===== src/rtl/sync_cond_pkg.sv =====
package sync_cond_pkg;

  // Earliest elapsed count at which a new leading edge may be accepted.
  function automatic logic [31:0] blank_limit(input logic [31:0] period);
    return period - (period >> 2);
  endfunction

  // Line duty above threshold (threshold in 1/256 units).
  function automatic logic duty_over(input logic [31:0] active,
                                     input logic [31:0] period,
                                     input logic [31:0] thr_q8);
    return (active << 8) > (period * thr_q8);
  endfunction

  // True when high samples are the minority (or tie) over the window.
  function automatic logic high_is_minority(input logic [31:0] highs,
                                            input logic [31:0] win_len);
    return (highs << 1) <= win_len;
  endfunction

endpackage


===== src/rtl/polarity_detect.sv =====
module polarity_detect #(
  parameter int WIN_LOG2 = 9
) (
  input  logic clk,
  input  logic rst_n,
  input  logic smp,
  output logic polarity,
  output logic win_end
);
  localparam int WIN_LEN = 1 << WIN_LOG2;

  logic [WIN_LOG2-1:0] win_cnt;
  logic [WIN_LOG2:0]   hi_cnt;
  logic [WIN_LOG2:0]   hi_total;
  logic                verdict;
  logic                prev_verdict;

  assign win_end  = &win_cnt;
  assign hi_total = hi_cnt + {{WIN_LOG2{1'b0}}, smp};
  assign verdict  = sync_cond_pkg::high_is_minority(32'(hi_total), 32'(WIN_LEN));

  always_ff @(posedge clk or negedge rst_n) begin
    if (!rst_n) begin
      win_cnt      <= '0;
      hi_cnt       <= '0;
      prev_verdict <= 1'b1;
      polarity     <= 1'b1;
    end else begin
      win_cnt <= win_cnt + 1'b1;
      if (win_end) begin
        hi_cnt       <= '0;
        prev_verdict <= verdict;
        if (verdict == prev_verdict) polarity <= verdict;
      end else begin
        hi_cnt <= hi_total;
      end
    end
  end

  // polarity moves only on a window boundary
  assert_pol_window_only_R1: assert property (@(posedge clk) disable iff (!rst_n)
    (polarity != $past(polarity)) |-> $past(win_end));

endmodule


===== src/rtl/line_gate.sv =====
module line_gate #(
  parameter int CNT_W = 16
) (
  input  logic             clk,
  input  logic             rst_n,
  input  logic             norm,
  output logic             accept,
  output logic             line_done,
  output logic [CNT_W-1:0] line_period,
  output logic [CNT_W-1:0] line_active
);
  logic             norm_q;
  logic             rise;
  logic             have_edge;
  logic [CNT_W-1:0] period_cnt;
  logic [CNT_W-1:0] active_cnt;
  logic [CNT_W-1:0] period_meas;
  logic [CNT_W-1:0] elapsed;
  logic [CNT_W-1:0] limit;

  assign rise        = norm & ~norm_q;
  assign elapsed     = (&period_cnt) ? period_cnt : period_cnt + 1'b1;
  assign limit       = CNT_W'(sync_cond_pkg::blank_limit(32'(period_meas)));
  assign accept      = rise && (elapsed >= limit);
  assign line_done   = accept && have_edge;
  assign line_period = elapsed;
  assign line_active = active_cnt;

  always_ff @(posedge clk or negedge rst_n) begin
    if (!rst_n) begin
      norm_q      <= 1'b0;
      have_edge   <= 1'b0;
      period_cnt  <= '0;
      active_cnt  <= '0;
      period_meas <= '0;
    end else begin
      norm_q <= norm;
      if (accept) begin
        if (have_edge) period_meas <= elapsed;
        have_edge  <= 1'b1;
        period_cnt <= '0;
        active_cnt <= CNT_W'(1);
      end else begin
        period_cnt <= elapsed;
        if (norm && !(&active_cnt)) active_cnt <= active_cnt + 1'b1;
      end
    end
  end

  // the blanking reference only changes on an accepted edge
  assert_period_on_accept_R5: assert property (@(posedge clk) disable iff (!rst_n)
    (period_meas != $past(period_meas)) |-> $past(accept));

endmodule


===== src/rtl/vsync_detect.sv =====
module vsync_detect #(
  parameter int CNT_W     = 16,
  parameter int THRESH_Q8 = 64
) (
  input  logic             clk,
  input  logic             rst_n,
  input  logic             line_done,
  input  logic [CNT_W-1:0] line_period,
  input  logic [CNT_W-1:0] line_active,
  output logic             vsync
);
  logic over;
  logic over_prev;

  assign over = sync_cond_pkg::duty_over(32'(line_active), 32'(line_period),
                                         32'(THRESH_Q8));

  always_ff @(posedge clk or negedge rst_n) begin
    if (!rst_n) begin
      over_prev <= 1'b0;
      vsync     <= 1'b0;
    end else if (line_done) begin
      over_prev <= over;
      if (over && over_prev)        vsync <= 1'b1;
      else if (!over && !over_prev) vsync <= 1'b0;
    end
  end

  // the vertical flag only moves when a line has been closed
  assert_vsync_on_line_end_R6: assert property (@(posedge clk) disable iff (!rst_n)
    (vsync != $past(vsync)) |-> $past(line_done));

endmodule


===== src/rtl/sync_conditioner.sv =====
module sync_conditioner #(
  parameter int CNT_W     = 16,
  parameter int WIN_LOG2  = 9,
  parameter int THRESH_Q8 = 64
) (
  input  logic clk,
  input  logic rst_n,
  input  logic sync_in,
  input  logic inhibit_req,
  output logic hsync_out,
  output logic hsync_strobe,
  output logic polarity,
  output logic vsync,
  output logic pll_inhibit
);
  logic             smp;
  logic             norm;
  logic             accept;
  logic             line_done;
  logic             win_end;
  logic [CNT_W-1:0] line_period;
  logic [CNT_W-1:0] line_active;

  always_ff @(posedge clk or negedge rst_n) begin
    if (!rst_n) smp <= 1'b0;
    else        smp <= sync_in;
  end

  polarity_detect #(.WIN_LOG2(WIN_LOG2)) u_pol (
    .clk(clk), .rst_n(rst_n), .smp(smp), .polarity(polarity), .win_end(win_end)
  );

  assign norm = polarity ? smp : ~smp;

  line_gate #(.CNT_W(CNT_W)) u_gate (
    .clk(clk), .rst_n(rst_n), .norm(norm), .accept(accept),
    .line_done(line_done), .line_period(line_period), .line_active(line_active)
  );

  vsync_detect #(.CNT_W(CNT_W), .THRESH_Q8(THRESH_Q8)) u_vs (
    .clk(clk), .rst_n(rst_n), .line_done(line_done),
    .line_period(line_period), .line_active(line_active), .vsync(vsync)
  );

  always_ff @(posedge clk or negedge rst_n) begin
    if (!rst_n) begin
      hsync_strobe <= 1'b0;
      hsync_out    <= 1'b0;
    end else begin
      hsync_strobe <= accept;
      if (accept)     hsync_out <= 1'b1;
      else if (!norm) hsync_out <= 1'b0;
    end
  end

  assign pll_inhibit = vsync | inhibit_req;

  // every strobe coincides with a live output pulse
  assert_strobe_marks_pulse_R2: assert property (@(posedge clk) disable iff (!rst_n)
    hsync_strobe |-> hsync_out);

  // an output pulse never starts without an accepted edge
  assert_pulse_starts_on_strobe_R3: assert property (@(posedge clk) disable iff (!rst_n)
    $rose(hsync_out) |-> hsync_strobe);

endmodule


===== config.mk =====
export PLATFORM = sky130hd
export DESIGN_NAME = sync_conditioner
export DESIGN_NICKNAME = d
export VERILOG_FILES = /design/src/rtl/sync_cond_pkg.sv /design/src/rtl/polarity_detect.sv /design/src/rtl/line_gate.sv /design/src/rtl/vsync_detect.sv /design/src/rtl/sync_conditioner.sv
export SDC_FILE = /design/constraint.sdc
export NUM_CORES = 1
export LEC_CHECK = 0
export BUFFER_PORTS_ARGS = -buffer_cell sky130_fd_sc_hd__buf_4
export CAP_MARGIN = 20
export CORE_AREA = 3 3 105 107
export CTS_BUF_LIST = sky130_fd_sc_hd__clkbuf_2 sky130_fd_sc_hd__clkbuf_4 sky130_fd_sc_hd__clkbuf_8
export DETAILED_ROUTE_END_ITERATION = 6
export DIE_AREA = 0 0 108 110
export SLEW_MARGIN = 20
export SYNTH_ARGS = -nofsm -noshare
export SYNTH_HDL_FRONTEND = slang
export SYNTH_HIERARCHICAL = 1
export SYNTH_SLANG_ARGS = --single-unit

===== constraint.sdc =====
create_clock -name clk -period 10.2 [get_ports clk]
set_input_delay 1.02 -clock clk [delete_from_list [all_inputs] [get_ports clk]]
set_output_delay 1.02 -clock clk [all_outputs]
set_load 0.005 [all_outputs]

Word-level counts from Yosys, hierarchy flattened

Index checks and enable logic that the tools add are counted.

Flip-flop bits (word level): 76
Bits of input ports: 4
Output and inout port bits: 5
Logic and storage cells: 54

Add/sub/neg operators: 5
Order comparisons: 3
Equal/unequal tests: 2
Muxes and demuxes: 10
Bitwise logic cells: 4
Reductions and logical operators: 16

Operator list:

| operator                                                                 | count |
|---|---|
| 16-bit two-way mux                                                       | 4 |
| 16-bit by 1-bit adder with 16-bit output (second input constant)         | 2 |
| 16-bit AND reduction                                                     | 2 |
| 24-bit by 22-bit greater-than comparator with 1-bit output               | 1 |
| 16-bit greater-or-equal comparator                                       | 1 |
| 16-bit by 14-bit subtractor with 16-bit output                           | 1 |
| 11-bit by 10-bit <= comparator with 1-bit output (second input constant) | 1 |
| 10-bit by 1-bit adder with 10-bit output                                 | 1 |
| 10-bit two-way mux                                                       | 1 |
| 10-bit AND reduction                                                     | 1 |
| 9-bit by 1-bit adder with 9-bit output (second input constant)           | 1 |
| 9-bit AND reduction                                                      | 1 |
| 1-bit logical AND                                                        | 5 |
| 1-bit two-way mux                                                        | 5 |
| 2-bit AND reduction                                                      | 2 |
| 2-bit nonzero test                                                       | 2 |
| 1-bit zero test                                                          | 3 |
| 2-bit != test (second input constant)                                    | 1 |
| 1-bit inverter                                                           | 2 |
| 1-bit bitwise AND                                                        | 1 |
| 1-bit == test                                                            | 1 |
| 1-bit bitwise OR                                                         | 1 |

Depth between registers and ports, before layout

Gate-level depths: netlist (run 1).

Depth after elaboration: 7
Gate-level depth with buffers: 20
Gate-level depth less buffers: 19

Cells and area by module

The synthesis (run 1) kept the hierarchy.

By module, submodules not included:

| module           | times used | cells each | area an instance (µm²) | sequential area each (µm²) |
|---|---|---|---|---|
| line_gate        | 1          | 369        | 3463.3                 | 1251.2 |
| polarity_detect  | 1          | 92         | 1001.0                 | 528.0 |
| vsync_detect     | 1          | 60         | 457.9                  | 50.0 |
| sync_conditioner | 1          | 6          | 97.6                   | 75.1 |

Worst setup path after synthesis (run 1)

Ideal clock, no wire load.

Path kind: register to register
Start point: register u_gate.period_meas[0]
End point: register u_vs.vsync
Library setup time: 0.125 ns
Data arrival time: 3.605 ns
Required time: 10.075 ns
Path slack: 6.470 ns
Stages on the path, launching flop included: 20
Path buffers: 1
Period minus slack after synthesis: 3.730 ns
Path through: dfrtp_1 -> inv_1 -> ha_1 -> inv_1 -> fa_1 -> a211oi_1 -> o21ai_0 -> o2111ai_1 -> nand2_1 -> a31oi_1 -> xnor2_1 -> ha_1 -> and3_1 -> o21ai_0 -> o21ai_1 -> o311ai_4 -> buf_6 -> inv_1 -> nor2b_1 -> mux2_2

Word-level cells in the longest chain between the ends: 5

Ends and longest elaborated chain:

| item                                           | line                   | source |
|---|---|---|
| from (decl)                                    | line_gate.sv:17        | `logic [CNT_W-1:0] period_meas;` |
| from (signal assigned)                         | line_gate.sv:39        | `if (have_edge) period_meas <= elapsed;` |
| 16-bit by 14-bit subtractor with 16-bit output | sync_cond_pkg.sv:5     | `return period - (period >> 2);` |
| 16-bit greater-or-equal comparator             | line_gate.sv:24        | `assign accept = rise && (elapsed >= limit);` |
| 1-bit logical AND                              | line_gate.sv:24        |  |
| 1-bit logical AND                              | line_gate.sv:25        | `assign line_done = accept && have_edge;` |
| via line_done                                  | sync_conditioner.sv:19 | `logic line_done;` |
| 2-bit AND reduction (no source line)           | --                     |  |
| to (signal assigned)                           | vsync_detect.sv:21     | `vsync <= 1'b0;` |
| to (signal assigned)                           | vsync_detect.sv:24     | `if (over && over_prev) vsync <= 1'b1;` |
| to (signal assigned)                           | vsync_detect.sv:25     | `else if (!over && !over_prev) vsync <= 1'b0;` |
| to (decl)                                      | vsync_detect.sv:10     | `output logic vsync` |

The timed path passes the listed nets, and every way through them passes these cells.
A chain may end at the register's enable or synchronous reset.

Final worst setup path (run 1)

Same ends and word-level chain as after synthesis.

==> results of run 1 <==
[cells in the final DEF, fill, tap and decap left out, types with 19 or more instances in the layout]
cell     synthesis  final
inv_1           47     47
xor2_1          22     22
nand2_1         29     29
nand3_1         20     20
nor2_1          58     58
ha_1            51     51
a21oi_1         26     26
dfrtp_1         74     74
nor2b_1         19     19
xnor2_1         24     24
[cell usage after synthesis, drive strengths merged (4+ instances only)]
library cell and instances:
mux2 15, ha 51, and3 8, a211oi 4
xor2 22, dfrtp 74, nand2 29, o21ai 17
and4 7, xnor2 24, clkbuf 4, a21oi 26
a21o 7, nor4 4, nand2b 6, nand4 11
nand3 24, a31oi 7, nor2b 19, inv 47
or2 4, nor2 58, mux2i 6, nor3 12
[cells by family (layout without fill, tap and decap cells)]
| group | count (synthesis) | in the layout | share of synthesized area |
|---|---|---|---|
| AND/OR/NAND/NOR | 193 | 193 | 0.207 |
| AO/OA/AOI/OAI | 85 | 85 | 0.114 |
| flip-flops | 76 | 76 | 0.379 |
| buffers and inverters | 54 | 72 | 0.0421 |
| adder cells (fa/ha/maj) | 52 | 52 | 0.131 |
| XOR/XNOR | 46 | 46 | 0.0803 |
| multiplexers | 21 | 21 | 0.0464 |
[flip-flops by register name (all words and copies together) (netlist names)]
| name | flops |
|---|---|
| u_gate/have_edge | 1 |
| hsync_strobe | 1 |
| u_pol/polarity | 1 |
| u_gate/period_cnt | 16 |
| u_pol/win_cnt | 9 |
| u_gate/period_meas | 16 |
| hsync_out | 1 |
| u_pol/hi_cnt | 10 |
| u_gate/norm_q | 1 |
| u_pol/prev_verdict | 1 |
| smp | 1 |
| u_vs/vsync | 1 |
| u_vs/over_prev | 1 |
| u_gate/line_active | 16 |
[critical path, cell delays in order (launching register included)]
cell,delay [ns]
dfrtp_1,0.36
inv_1,0.08
ha_1,0.17
inv_1,0.06
fa_1,0.42
a211oi_1,0.30
o21ai_0,0.19
o2111ai_1,0.17
nand2_1,0.13
a31oi_1,0.22
xnor2_1,0.15
ha_1,0.26
and3_1,0.19
o21ai_0,0.08
o21ai_1,0.14
o311ai_4,0.80
inv_1,0.17
nor2b_1,0.19
mux2_2,0.26
[cell type report]
type | count | share of cell area
multi-input cells | 397 | 0.531
well taps | 136 | 0.0311
flip-flops and latches | 76 | 0.348
inverters | 47 | 0.0323
clock buffers | 9 | 0.0226
repair buffers | 9 | 0.0124
clock inverters | 7 | 0.0226
[per-stage QoR]
step	area, sq um	util	hold WS [ns]	total power (uW)
after floorplan	5020	-	0.442	1120
after global placement	5220	0.510	0.462	1300
after detailed placement	5220	0.510	0.463	1330
after CTS	5470	0.535	0.480	1620
after global routing	5470	0.535	0.503	1780
final	5470	0.535	0.479	1610
[worst max path at each step]
stage,slack [ns],cells past startpoint,to
finish,5.75,18,u_vs/vsync$_DFFE_PN0P_
global route,5.40,18,u_vs/vsync$_DFFE_PN0P_
CTS,5.77,18,u_vs/vsync$_DFFE_PN0P_
detailed placement,5.80,18,u_vs/vsync$_DFFE_PN0P_
global placement,5.91,18,u_vs/vsync$_DFFE_PN0P_
floorplan,6.47,19,u_vs/vsync$_DFFE_PN0P_
[layer usage]
metal / track usage / routed length [um] / vias to the layer above
li1: - / - / 1882
met1: 0.269 / 5180 / 1748
met2: 0.274 / 4320 / 27
met3: 0.0297 / 202 / 9
met4: 0.0586 / 121 / 0
met5: 0 / 0 / -
[power by group through the flow]
stage / sequential [uW] / combinational [uW] / clock [uW]
floorplan: 412 / 713 / 0
global placement: 426 / 879 / 0
detailed placement: 428 / 897 / 0
CTS: 423 / 909 / 293
global route: 434 / 1040 / 305
finish: 423 / 908 / 282
==> metrics.cfg, run 1 <==
[global_route]
grt_pass1_vias = 3513
grt.overflow.total = 0
antenna_found_initial = 0
grt_max_degree = 77
grt_pass1_wl_mm = 17.1
grt.total_usage = 0.182

[finish]
nFillCells = 922
layoutNonFillerInstCount = 681
drive_gt1_frac = 0.110
antenna_cells = 0
multi_input_area_sq_um = 2900
synthToLayoutAreaGrowth_pct = 8.97
regArea_sq_um = 1900
nNetsFinal = 596

[floorplanning]
die_w_um = 108
ios = 9
dieArea_sq_um = 11900
start_util = 0.491
rows = 37
die_y_um = 110
core_region_area_sq_um = 10200

[logic_synthesis]
synth_nets = 583
ys_ff_latch = 76
ys_warn_count = 6
yosysSeqAreaShare = 0.379
yosysTopAreaCellShare = 0.369
yosys.area.top_type = dfrtp_1
ys_top_cells_by_area = dfrtp_1 (37%), ha_1 (13%), nor2_1 (4.3%), xnor2_1 (4.2%), xor2_1 (3.8%)
avgSynthCellArea_sq_um = 9.53
synth_edf_count = 0
synth_cells = 527
ys_types = 60
dominantRegCellSynth = dfrtp_1
async_flop_share = 1.00
syn_area_sq_um = 5020

[clock_network]
cts_made_buffers = 9
cts-resized-gates = 0
cts_hold_buf = 0
clk_latency_ns = 0.36
clock_path_buffers = 2
cts_setup_buffers = 0
cts_max_level = 3
clock-sinks = 76
cts-root-buf = clkbuf_8
cts_tree = built
path_clk_slew_ns = 0.08

[routing]
wl_per_cell_um = 14.4
firstDrtPassIters = 4
vias = 3666
final_antenna_net_count = 0
viasPerCell = 5.38
dr.first_iter.drc_count = 173
wl_mm = 9.82
route.detailed.drc = 0

[worst_setup_path]
r2r-start = u_gate/period_meas[0]$_DFFE_PN0P_
crit_fanout = 17
worst-setup-path-type = reg -> reg
cp-start-kind = flop
rrSetupSlack_ns = 5.75
rr_endpoint = u_vs/vsync$_DFFE_PN0P_
critPathCaptureType = flop
critPathLaunch = u_gate/period_meas[0]$_DFFE_PN0P_
worstPathRequired_ns = 10.44
reg2reg_depth = 18
arrival_ns = 4.69

[power_and_ir_drop]
switching_share = 0.421
p_comb_frac = 0.563
power_density_nw_per_um2 = 295
p_int_uw = 934
ir_drop_mv = 0.129
switchingPower_uw = 678
pwr-share-clk = 0.175
power_leakage_uw = 0.00259
p_seq_frac = 0.262

[placement]
io_buffers = 8
dp_hpwl_mm = 7.25
numPlacedInstances = 665
place.gp.congestion = 0.832
place_ws_ns = 5.80

[run_status]
status = complete, no violations

[sta]
fin_crit_sh = 0.436
slew_viol_final = 0
max_freq_ghz = 0.225
fin_crit_ns = 4.45
worstMarginPinSlew_ns = 0.982
hold_viol = 0
layout_setup_ws_ns = 5.75
fin_skew_ns = 0.0133
slew_headroom = 0.346
fin_tns_setup_ns = 0
grt_setup_unrepaired = false
setup_viol = 0

[min_path]
whs_path_depth = 1
min-delay-start = u_pol/win_cnt[0]$_DFF_PN0_
holdCritPathClass = reg -> reg
holdPathEnd = u_pol/win_cnt[0]$_DFF_PN0_

[run]
drv_cap = 0

No activity file was read; power rests on OpenSTA's default activity.
==> run 2: changes to the inputs <==
Settings changed: PLACE_DENSITY from default to 0.67.
Clock period 10.2 ns to 3.95 ns, I/O delays scaled along.
==> run 2 against run 1 <==
  * First-iteration DRC count rose by 20%
  * Fmax up 18%
  * Die area did not move
  * Sequential share of layout area decreased by 1.5 points
  * Routed wire length up 4.0%
  * Sequential power increased to 2.6 times the previous value
  * Highest routed layer unchanged
==> metrics.cfg, run 2 (synthesized netlist as in run 1, its figures left out) <==
[finish]
finalCoreUtilization = 0.560  ; +0.0251
drive_gt1_frac = 0.167  ; +0.0569
antenna_cells = 0  ; unchanged
final_area_sq_um = 5730  ; +4.7%
layout_commonest_cell = dfrtp_1
nNetsFinal = 608  ; +2.0%
mostFrequentLayoutCells = dfrtp_1 (72), nor2_1 (57), ha_1 (48)
synthToLayoutAreaGrowth_pct = 14.1

[placement]
io_buffers = 8  ; unchanged
dp_hpwl_mm = 7.38  ; +1.9%
place_area_sq_um = 5300  ; +1.4%
place.gp.congestion = 0.818  ; -1.7%

[worst_setup_path]
worstPathRequired_ns = 4.19  ; -6.25 ns
critPathLaunch = u_gate/period_cnt[0]$_DFF_PN0_
path_cells = ha_4 -> nand3_4 -> or3_4 -> or2_4 -> mux2_4 -> ha_1 -> a211oi_1 -> o21ai_0 -> a21oi_2 -> o21ai_2 -> o311ai_4 -> clkbuf_16 -> mux2_2
cp-start-kind = flop
cp_num_buf_inv = 1  ; -2
rr_endpoint = u_gate/period_meas[14]$_DFFE_PN0P_
arrival_ns = 4.02  ; -0.67 ns
max_stage_delay_ns = 0.44  ; -0.36 ns
r2r-start = u_gate/period_cnt[0]$_DFF_PN0_
cp-endpoint = u_gate/period_meas[14]$_DFFE_PN0P_
cp.depth = 13  ; -5
crit_fanout = 7  ; -10
worst-setup-path-type = reg -> reg
rrSetupSlack_ns = 0.17  ; -5.58 ns
reg2reg_depth = 13  ; -5
slowest_stage = o311ai_4
crit_family = compound AO/OA/AOI/OAI gates
critPathCaptureType = flop

[global_route]
antenna_found_initial = 0  ; unchanged
grt.overflow.total = 0  ; unchanged
grt_pass1_wl_mm = 17.5  ; +2.1%
grt.total_usage = 0.185  ; +0.00286
grt_max_degree = 77  ; unchanged
grt_pass1_vias = 3824  ; +8.9%

[clock_network]
cts_max_level = 3  ; unchanged
clock-sinks = 76  ; unchanged
cts_tree = built
cts-root-buf = clkbuf_8
path_clk_slew_ns = 0.08  ; about the same
clk_latency_ns = 0.35  ; about the same
clock_path_buffers = 2  ; unchanged
cts_made_buffers = 9  ; unchanged

[routing]
route.detailed.drc = 0  ; unchanged
final_antenna_net_count = 0  ; unchanged
dr_wl_met2_mm = 4.93  ; +14%
met3WireLength_um = 234  ; +16%
firstDrtPassIters = 4  ; unchanged
vias = 3793  ; +3.5%
wl_mm = 10.2  ; +4.0%
wl_per_cell_um = 14.7  ; +2.2%
met1_length_mm = 4.90  ; -5.4%
maxUsedRoutingLayer = met4
viasPerCell = 5.47  ; +1.7%
dr.first_iter.drc_count = 207  ; +20%

[power_and_ir_drop]
power_leakage_uw = 0.00269  ; +3.8%
ir_drop_mv = 0.492  ; +280%
power_density_nw_per_um2 = 775  ; +160%
total_power_uw = 4440  ; +180%

[sta]
whs_ns = 0.158  ; -0.320 ns
worstMarginPinSlew_ns = 0.955  ; -0.0264 ns
slew_headroom = 0.363  ; +0.0176
grt_setup_unrepaired = false
fin_crit_ns = 3.78  ; -0.668 ns
max_freq_ghz = 0.264  ; +18%
fin_skew_ns = 0.0116  ; -0.00174 ns
setup_viol = 0  ; unchanged
slew_viol_final = 0  ; unchanged
fin_tns_setup_ns = 0  ; unchanged
hold_viol = 0  ; unchanged
fin_crit_sh = 0.958  ; +0.521

[floorplanning]
core_region_area_sq_um = 10200  ; unchanged
die_y_um = 110  ; unchanged
die_w_um = 108  ; unchanged
rows = 37  ; unchanged
start_util = 0.491  ; unchanged
dieArea_sq_um = 11900  ; unchanged
ios = 9  ; unchanged

[run]
drv_cap = 0  ; unchanged

[run_status]
status = complete, no violations

[min_path]
min-delay-start = sync_in
holdCritPathClass = in -> reg
whs_path_depth = 1  ; unchanged

==> run 2: cell types whose count changed in the layout (fill, tap and decap cells not counted), moves of 2 or more <==
cell	change
buf_4	+9
clkbuf_8	+4
o21ai_0	-4
ha_1	-3
a211oi_1	-2
a211oi_2	+2
clkinv_4	-2
dfrtp_1	-2
dfrtp_2	+2
ha_2	+2
nor4_1	-2
nor4_2	+2
o21ai_1	+2
o21ai_2	+2
==> run 2: timing repair <==
| action | in CTS | in global routing |
|---|---|---|
| gates resized for setup | 0 | 30 |
| setup buffers | 0 | 3 |
| endpoints found under the setup margin | 0 | 45 |
| hold buffers | 0 | 0 |
==> run 2: metrics by stage <==
| step | instances | setup WS, ns |
|---|---|---|
| floorplan | 527 | 0.220 |
| global placement | 673 | 0.154 |
| detailed placement | 673 | 0.0593 |
| CTS | 689 | 0.0357 |
| global route | 693 | 0.0000693 |
| finish | 693 | 0.167 |
==> run 2: area by class of cell <==
type                    count  area (sq um)
flip-flops and latches     76          1910
clock buffers              13           179
clock inverters             3          90.1
well taps                 136           170
multi-input cells         397          3010
fillers                   913          4500
repair buffers             21           195
inverters                  47           176
==> run 2: how the worst min path moves through the flow <==
| stage | to | slack [ns] |
|---|---|---|
| global route | smp$_DFF_PN0_ | 0.13 |
| floorplan | hsync_out$_DFFE_PN0P_ | 0.1 |
| global placement | u_pol/win_cnt[4]$_DFF_PN0_ | 0.46 |
| finish | smp$_DFF_PN0_ | 0.16 |
| CTS | smp$_DFF_PN0_ | 0.14 |
| detailed placement | u_pol/win_cnt[4]$_DFF_PN0_ | 0.46 |
==> run 2: routing by layer <==
metal  track usage  vias up
li1              -     1899
met2         0.306       36
met3        0.0408       13
met5             0        -
met4        0.0586        0
met1         0.243     1845
==> run 2: power by group <==
group	internal, uW	switching, uW	total (uW)
Combinational	1170	1390	2560
Sequential	926	176	1100
Clock	489	287	776
Total	2590	1850	4440
